===== src/rtl/cfgbank_pkg.sv =====
// Shared types and constants for the setup-mode configuration bank.
// Assumes byte-wide registers and 16-bit port addresses.
package cfgbank_pkg;

    localparam int REG_W   = 8;
    localparam int PORT_AW = 16;

    typedef enum logic [1:0] {
        SEL_CTRL    = 2'd0,
        SEL_FDC_ARB = 2'd1,
        SEL_PP_ARB  = 2'd2,
        SEL_NONE    = 2'd3
    } reg_sel_e;

    // control register bit positions (decoded by neighbours)
    localparam int CB_MASTER  = 0;
    localparam int CB_FDC     = 1;
    localparam int CB_PP      = 4;
    localparam int CB_SEL_LO  = 5;
    localparam int CB_OUTONLY = 7;

    localparam logic [REG_W-1:0] CTRL_WMASK  = 8'hF3;
    localparam logic [REG_W-1:0] CTRL_FIXED1 = 8'h08;

    typedef struct packed {
        logic [PORT_AW-1:0] first;
        logic [PORT_AW-1:0] last;
    } port_win_t;

    // Fixed window lookup for the parallel port.
    function automatic port_win_t window_of(input logic [1:0] sel, input logic dma);
        port_win_t w;
        unique case (sel)
            2'b00:   w = dma ? '{16'h1278, 16'h127D} : '{16'h03BC, 16'h03BF};
            2'b01:   w = '{16'h0378, 16'h037D};
            2'b10:   w = '{16'h0278, 16'h027D};
            default: w = '{16'h1378, 16'h137D};
        endcase
        return w;
    endfunction

endpackage


===== src/rtl/cfgbank_regs.sv =====
// Register storage and read path for the three configuration bytes.
// Assumes: access gated by setup_en; reserved bits are never stored.
module cfgbank_regs
    import cfgbank_pkg::*;
#(
    parameter int ARB_W       = 4,
    parameter int FDC_ARB_RST = 2
) (
    input  logic             clk,
    input  logic             rst_n,
    input  logic             setup_en,
    input  logic             wr_en,
    input  logic             rd_en,
    input  logic [1:0]       reg_sel,
    input  logic [REG_W-1:0] wdata,
    output logic [REG_W-1:0] rdata,
    output logic             rdata_vld,
    output logic [REG_W-1:0] ctrl_byte,
    output logic [REG_W-1:0] fdc_byte,
    output logic [REG_W-1:0] pp_byte
);
    localparam logic [REG_W-1:0] FDC_WMASK = REG_W'((1 << (ARB_W + 2)) - 1);
    localparam logic [REG_W-1:0] PP_WMASK  = REG_W'((1 << ARB_W) - 1);
    localparam logic [REG_W-1:0] FDC_RST   = REG_W'(FDC_ARB_RST);

    logic [REG_W-1:0] ctrl_q, fdc_q, pp_q;
    logic             wr_ok;

    assign wr_ok = setup_en && wr_en;

    // Capture accepted writes, keeping only writable bits.
    always_ff @(posedge clk) begin
        if (!rst_n) begin
            ctrl_q <= '0;
            fdc_q  <= FDC_RST;
            pp_q   <= '0;
        end else if (wr_ok) begin
            unique case (reg_sel_e'(reg_sel))
                SEL_CTRL:    ctrl_q <= wdata & CTRL_WMASK;
                SEL_FDC_ARB: fdc_q  <= wdata & FDC_WMASK;
                SEL_PP_ARB:  pp_q   <= wdata & PP_WMASK;
                default:     ;
            endcase
        end
    end

    assign ctrl_byte = ctrl_q | CTRL_FIXED1;
    assign fdc_byte  = fdc_q;
    assign pp_byte   = pp_q;

    // Select read data; nothing driven outside setup mode.
    always_comb begin
        rdata_vld = setup_en && rd_en;
        rdata     = '0;
        if (rdata_vld) begin
            unique case (reg_sel_e'(reg_sel))
                SEL_CTRL:    rdata = ctrl_byte;
                SEL_FDC_ARB: rdata = fdc_byte;
                SEL_PP_ARB:  rdata = pp_byte;
                default:     rdata = '0;
            endcase
        end
    end

endmodule


===== src/rtl/cfgbank_enables.sv =====
// Decodes the control byte into device enables under the master bit.
// Assumes the byte layout given in cfgbank_pkg.
module cfgbank_enables
    import cfgbank_pkg::*;
(
    input  logic [REG_W-1:0] ctrl_byte,
    output logic             ser_en,
    output logic             fdc_en,
    output logic             pp_en,
    output logic             pp_out_only,
    output logic [1:0]       win_sel
);
    // Gate each device enable with the master enable.
    always_comb begin
        ser_en      = ctrl_byte[CB_MASTER];
        fdc_en      = ctrl_byte[CB_MASTER] & ctrl_byte[CB_FDC];
        pp_en       = ctrl_byte[CB_MASTER] & ctrl_byte[CB_PP];
        pp_out_only = ctrl_byte[CB_OUTONLY];
        win_sel     = ctrl_byte[CB_SEL_LO +: 2];
    end

endmodule


===== src/rtl/cfgbank_window.sv =====
// Parallel port window: base address and inclusive range hit.
// Assumes windows are fixed; hit is forced low while disabled.
module cfgbank_window
    import cfgbank_pkg::*;
(
    input  logic [1:0]         win_sel,
    input  logic               dma,
    input  logic               enable,
    input  logic [PORT_AW-1:0] port_addr,
    output logic [PORT_AW-1:0] base,
    output logic               hit
);
    port_win_t win;

    // Look up the window and compare both ends.
    always_comb begin
        win  = window_of(win_sel, dma);
        base = win.first;
        hit  = enable && (port_addr >= win.first) && (port_addr <= win.last);
    end

endmodule


===== src/rtl/setup_cfg_bank.sv =====
// Top of the setup-mode configuration bank: registers, enable decode,
// port window and interrupt pass-through. Assumes a synchronous
// active-low reset and a single clock.
module setup_cfg_bank
    import cfgbank_pkg::*;
#(
    parameter int ARB_W        = 4,
    parameter int FDC_ARB_RST  = 2,
    parameter int IRQ_N        = 4,
    parameter int LVL_W        = 4,
    parameter int PP_IRQ_LEVEL = 7
) (
    input  logic               clk,
    input  logic               rst_n,
    input  logic               setup_en,
    input  logic               wr_en,
    input  logic               rd_en,
    input  logic [1:0]         reg_sel,
    input  logic [7:0]         wdata,
    output logic [7:0]         rdata,
    output logic               rdata_vld,
    output logic               ser_en,
    output logic               fdc_en,
    output logic               pp_en,
    output logic               pp_out_only,
    output logic               fdc_burst_dis,
    output logic               fdc_fair_en,
    output logic [ARB_W-1:0]   fdc_arb,
    output logic [ARB_W-1:0]   pp_arb,
    output logic [LVL_W-1:0]   pp_irq_lvl,
    output logic [15:0]        pp_base,
    input  logic [15:0]        port_addr,
    input  logic               port_dma,
    output logic               port_hit,
    input  logic [IRQ_N-1:0]   irq_in,
    output logic [IRQ_N-1:0]   irq_out
);
    logic [REG_W-1:0] ctrl_byte, fdc_byte, pp_byte;
    logic [1:0]       win_sel;

    cfgbank_regs #(
        .ARB_W      (ARB_W),
        .FDC_ARB_RST(FDC_ARB_RST)
    ) u_regs (
        .clk      (clk),
        .rst_n    (rst_n),
        .setup_en (setup_en),
        .wr_en    (wr_en),
        .rd_en    (rd_en),
        .reg_sel  (reg_sel),
        .wdata    (wdata),
        .rdata    (rdata),
        .rdata_vld(rdata_vld),
        .ctrl_byte(ctrl_byte),
        .fdc_byte (fdc_byte),
        .pp_byte  (pp_byte)
    );

    cfgbank_enables u_en (
        .ctrl_byte  (ctrl_byte),
        .ser_en     (ser_en),
        .fdc_en     (fdc_en),
        .pp_en      (pp_en),
        .pp_out_only(pp_out_only),
        .win_sel    (win_sel)
    );

    cfgbank_window u_win (
        .win_sel  (win_sel),
        .dma      (port_dma),
        .enable   (pp_en),
        .port_addr(port_addr),
        .base     (pp_base),
        .hit      (port_hit)
    );

    // Arbitration fields straight from the stored bytes.
    assign fdc_arb       = fdc_byte[ARB_W-1:0];
    assign fdc_fair_en   = fdc_byte[ARB_W];
    assign fdc_burst_dis = fdc_byte[ARB_W+1];
    assign pp_arb        = pp_byte[ARB_W-1:0];
    assign pp_irq_lvl    = LVL_W'(PP_IRQ_LEVEL);

    // Interrupt requests bypass every enable, one line at a time.
    for (genvar i = 0; i < IRQ_N; i++) begin : g_irq
        assign irq_out[i] = irq_in[i];
    end

endmodule


===== config.mk =====
export PLATFORM = sky130hd
export DESIGN_NAME = setup_cfg_bank
export DESIGN_NICKNAME = d
export VERILOG_FILES = /design/src/rtl/cfgbank_pkg.sv /design/src/rtl/cfgbank_regs.sv /design/src/rtl/cfgbank_enables.sv /design/src/rtl/cfgbank_window.sv /design/src/rtl/setup_cfg_bank.sv
export SDC_FILE = /design/constraint.sdc
export NUM_CORES = 1
export LEC_CHECK = 0
export BUFFER_PORTS_ARGS = -buffer_cell sky130_fd_sc_hd__buf_2
export CAP_MARGIN = 25
export CORE_UTILIZATION = 28
export CTS_CLUSTER_SIZE = 10
export DETAILED_ROUTE_END_ITERATION = 12
export SKIP_CTS_REPAIR_TIMING = 1
export SYNTH_ARGS = -nofsm -noshare
export SYNTH_HDL_FRONTEND = slang
export SYNTH_SLANG_ARGS = --single-unit

===== constraint.sdc =====
create_clock -name clk -period 2.6 [get_ports clk]
set_clock_uncertainty 0.2 [all_clocks]
set_input_delay 0.13 -clock clk [delete_from_list [all_inputs] [get_ports clk]]
set_output_delay 0.13 -clock clk [all_outputs]
set_load 0.05 [all_outputs]

==> results by group <==
Outcome
  • Status: finished with violations
  • Failing checks: hold timing, setup timing

Clocking
  • CTS Sinks: 16
  • CTS tree: yes
  • Clk root buf: clkbuf_8
  • Clk Latency, worst-skew pair: 250 ps
  • CTS Buf Count: 3
  • H-tree depth: 1
  • Clk buf depth: 2
  • Reg clk slew, reported paths: 70 ps

Flow run
  • Max-cap violations: 0

Final layout
  • Fraction of layout cells with a size suffix above 1: 0.404
  • Post-route core utilization: 0.409
  • Multi-input logic area: 783 sq um
  • Final net count: 243
  • Antenna cells: 0
  • Fillers: 416
  • Area Overhead vs Synth: 38.2%
  • FF/Latch Area: 325 sq um

STA
  • Final Max Slew Viols: 0
  • Fmax: 366 MHz
  • Final worst slack: -133 ps
  • Crit path time final: 2730 ps
  • Final period util: 1.05
  • RSZ-0062 raised after global routing: true
  • Final-report setup violation count: 1
  • Setup_tns: -133 ps
  • Fin Hold WS: -22.7 ps
  • Hold Violations, Final: 2

Detailed routing
  • Vias: 1107
  • # DRC: 0
  • Final ANT Viol Nets: 0
  • Wire per inst: 11.9 um
  • First-pass DRT Iterations: 4
  • Routed WL: 2.96 mm
  • Vias/cell: 4.46
  • DRT iter0 DRCs: 44

Setup path
  • Setup crit end kind: primary output
  • Worst Setup Start Kind: flip-flop
  • WP data arrival: 2400 ps
  • Worst Path Max Fanout: 6
  • Reg-to-reg setup timing slack: 1220 ps
  • Worst reg2reg path startpoint: u_regs.fdc_byte[1]$_SDFFE_PN1P_
  • WS Path Type: reg2out
  • CP required: 2270 ps
  • Crit path from: u_regs.ctrl_q[5]$_SDFFE_PN0P_

Floorplanning
  • Core area: 4060 sq um
  • Row Count: 23
  • Total Die Area: 4550 sq um
  • Die Y: 67.5 um
  • I/O Pins: 84
  • Initial Utilization: 0.296
  • Die width: 67.5 um

Synth
  • Async SR Flop Fraction: 0
  • EDFF count, synth: 0
  • Synth warn: 0
  • Flop and latch count out of synthesis: 16
  • Sequential-to-total area share from yosys stat: 0.267
  • Cell count after synthesis: 136
  • Yosys cell types: 31
  • Avg Cell Area, Syn: 8.82 sq um
  • Main synth FF type: dfxtp_1
  • Synthesized area: 1200 sq um

Pwr
  • Leak Pwr: 0.846 nW
  • Tot Pwr: 0.000698 W
  • Maximum vdd ir drop: 0.128 mV
  • Power Density: 421 nW/um^2

Place
  • PortBufs: 60
  • Dpl ws: 28.8 ps
  • Final Wtd Congestion: 0.791
  • Hpwl dp: 2.28 mm

Global route
  • Largest net degree at the start of global routing: 17
  • Gr ovfl total: 0
  • Global-route wire length before repair: 4.36 mm
  • GRT Overall Usage: 0.128
  • Vias in the first global route: 948
  • Initial antenna violation count: 0

Min path
  • Worst hold start: wdata[5]
  • Hold Path Class: in2reg
==> path summary, 6_finish.rpt <==
path / cells past startpoint / to
setup / recovery: 11 / port_hit
hold / removal: 3 / u_regs.ctrl_q[5]$_SDFFE_PN0P_
setup reg to reg: 3 / u_regs.fdc_byte[1]$_SDFFE_PN1P_
hold reg to reg: 2 / u_regs.ctrl_q[1]$_SDFFE_PN0P_
==> state kept, by name, summed over array words and instances (netlist names) <==
| register | count |
|---|---|
| u_regs.fdc_byte | 6 |
| u_regs.pp_byte | 4 |
| u_regs.ctrl_q | 6 |
==> synthesized netlist by cell type (3+ instances only) <==
| master | instances | area, sq um |
|---|---|---|
| dfxtp_1 | 16 | 320 |
| nand2b_1 | 3 | 18.8 |
| ha_1 | 8 | 100 |
| nor2b_1 | 17 | 106 |
| mux2i_1 | 20 | 200 |
| a2bb2oi_1 | 3 | 26.3 |
| nand4b_1 | 3 | 26.3 |
| buf_4 | 20 | 150 |
| clkbuf_1 | 3 | 11.3 |
| inv_1 | 9 | 33.8 |
| nand2_1 | 6 | 22.5 |
==> report_power, final <==
group | internal (W) | switching (W)
registers | 0.000250 | 0.00000471
logic | 0.0000697 | 0.000148
clock network | 0.000134 | 0.0000919
==> per-stage QoR <==
step / hold slack (ps) / area (sq um) / instances
CTS: -75.8 / 1570 / 240
finish: -22.7 / 1660 / 248
floorplan: 55.1 / 1300 / 149
detailed placement: 60.4 / 1510 / 236
global placement: 60.4 / 1510 / 236
global route: 1.34 / 1660 / 248
==> final cells by class <==
class                   count  area share
multi-input cells         100       0.472
well taps                  50      0.0377
clock buffers               4      0.0332
flip-flops and latches     16       0.196
inverters                   9      0.0226
repair buffers             69       0.238
==> layer usage <==
layer	routed length, um	track usage	part of all wire	up-vias
met2	1440	0.207	0.49	43
met3	183	0.0236	0.062	2
met1	1320	0.170	0.45	505
met5	0	0	0	-
li1	-	-	-	557
met4	16	0.0399	0.0054	0
==> cells by family (layout without fill, tap and decap cells) <==
kind of cell / after synthesis / count (layout) / synth area share
and+or+nand+nor: 44 / 44 / 0.226
buffers and inverters: 33 / 82 / 0.166
muxes: 20 / 20 / 0.167
DFF: 16 / 16 / 0.267
AOI/OAI and AO/OA: 13 / 13 / 0.0845
adders and majority gates: 8 / 8 / 0.0834
other: 2 / 15 / 0.00626
==> cell usage in the layout, fill, tap and decap left out, drive strengths merged, types with 4 or more instances in the layout <==
cell and n:
inv 8, nor2b 17, dfxtp 16, nand2 6
buf 61, dlygate4sd3 8, mux2i 20, clkbuf 4
ha 8, conb 15
==> worst max-delay path, cell delays in order (launching register included) <==
cell and delay [ps]:
dfxtp_4 370, inv_2 60, ha_4 140, nand2b_4 80, clkinvlp_4 100, o21ai_2 60
nor2b_2 140, ha_1 270, nand3_1 70, or4_4 500, a211oi_4 180, buf_6 180
(Power assumes the default switching activity.)
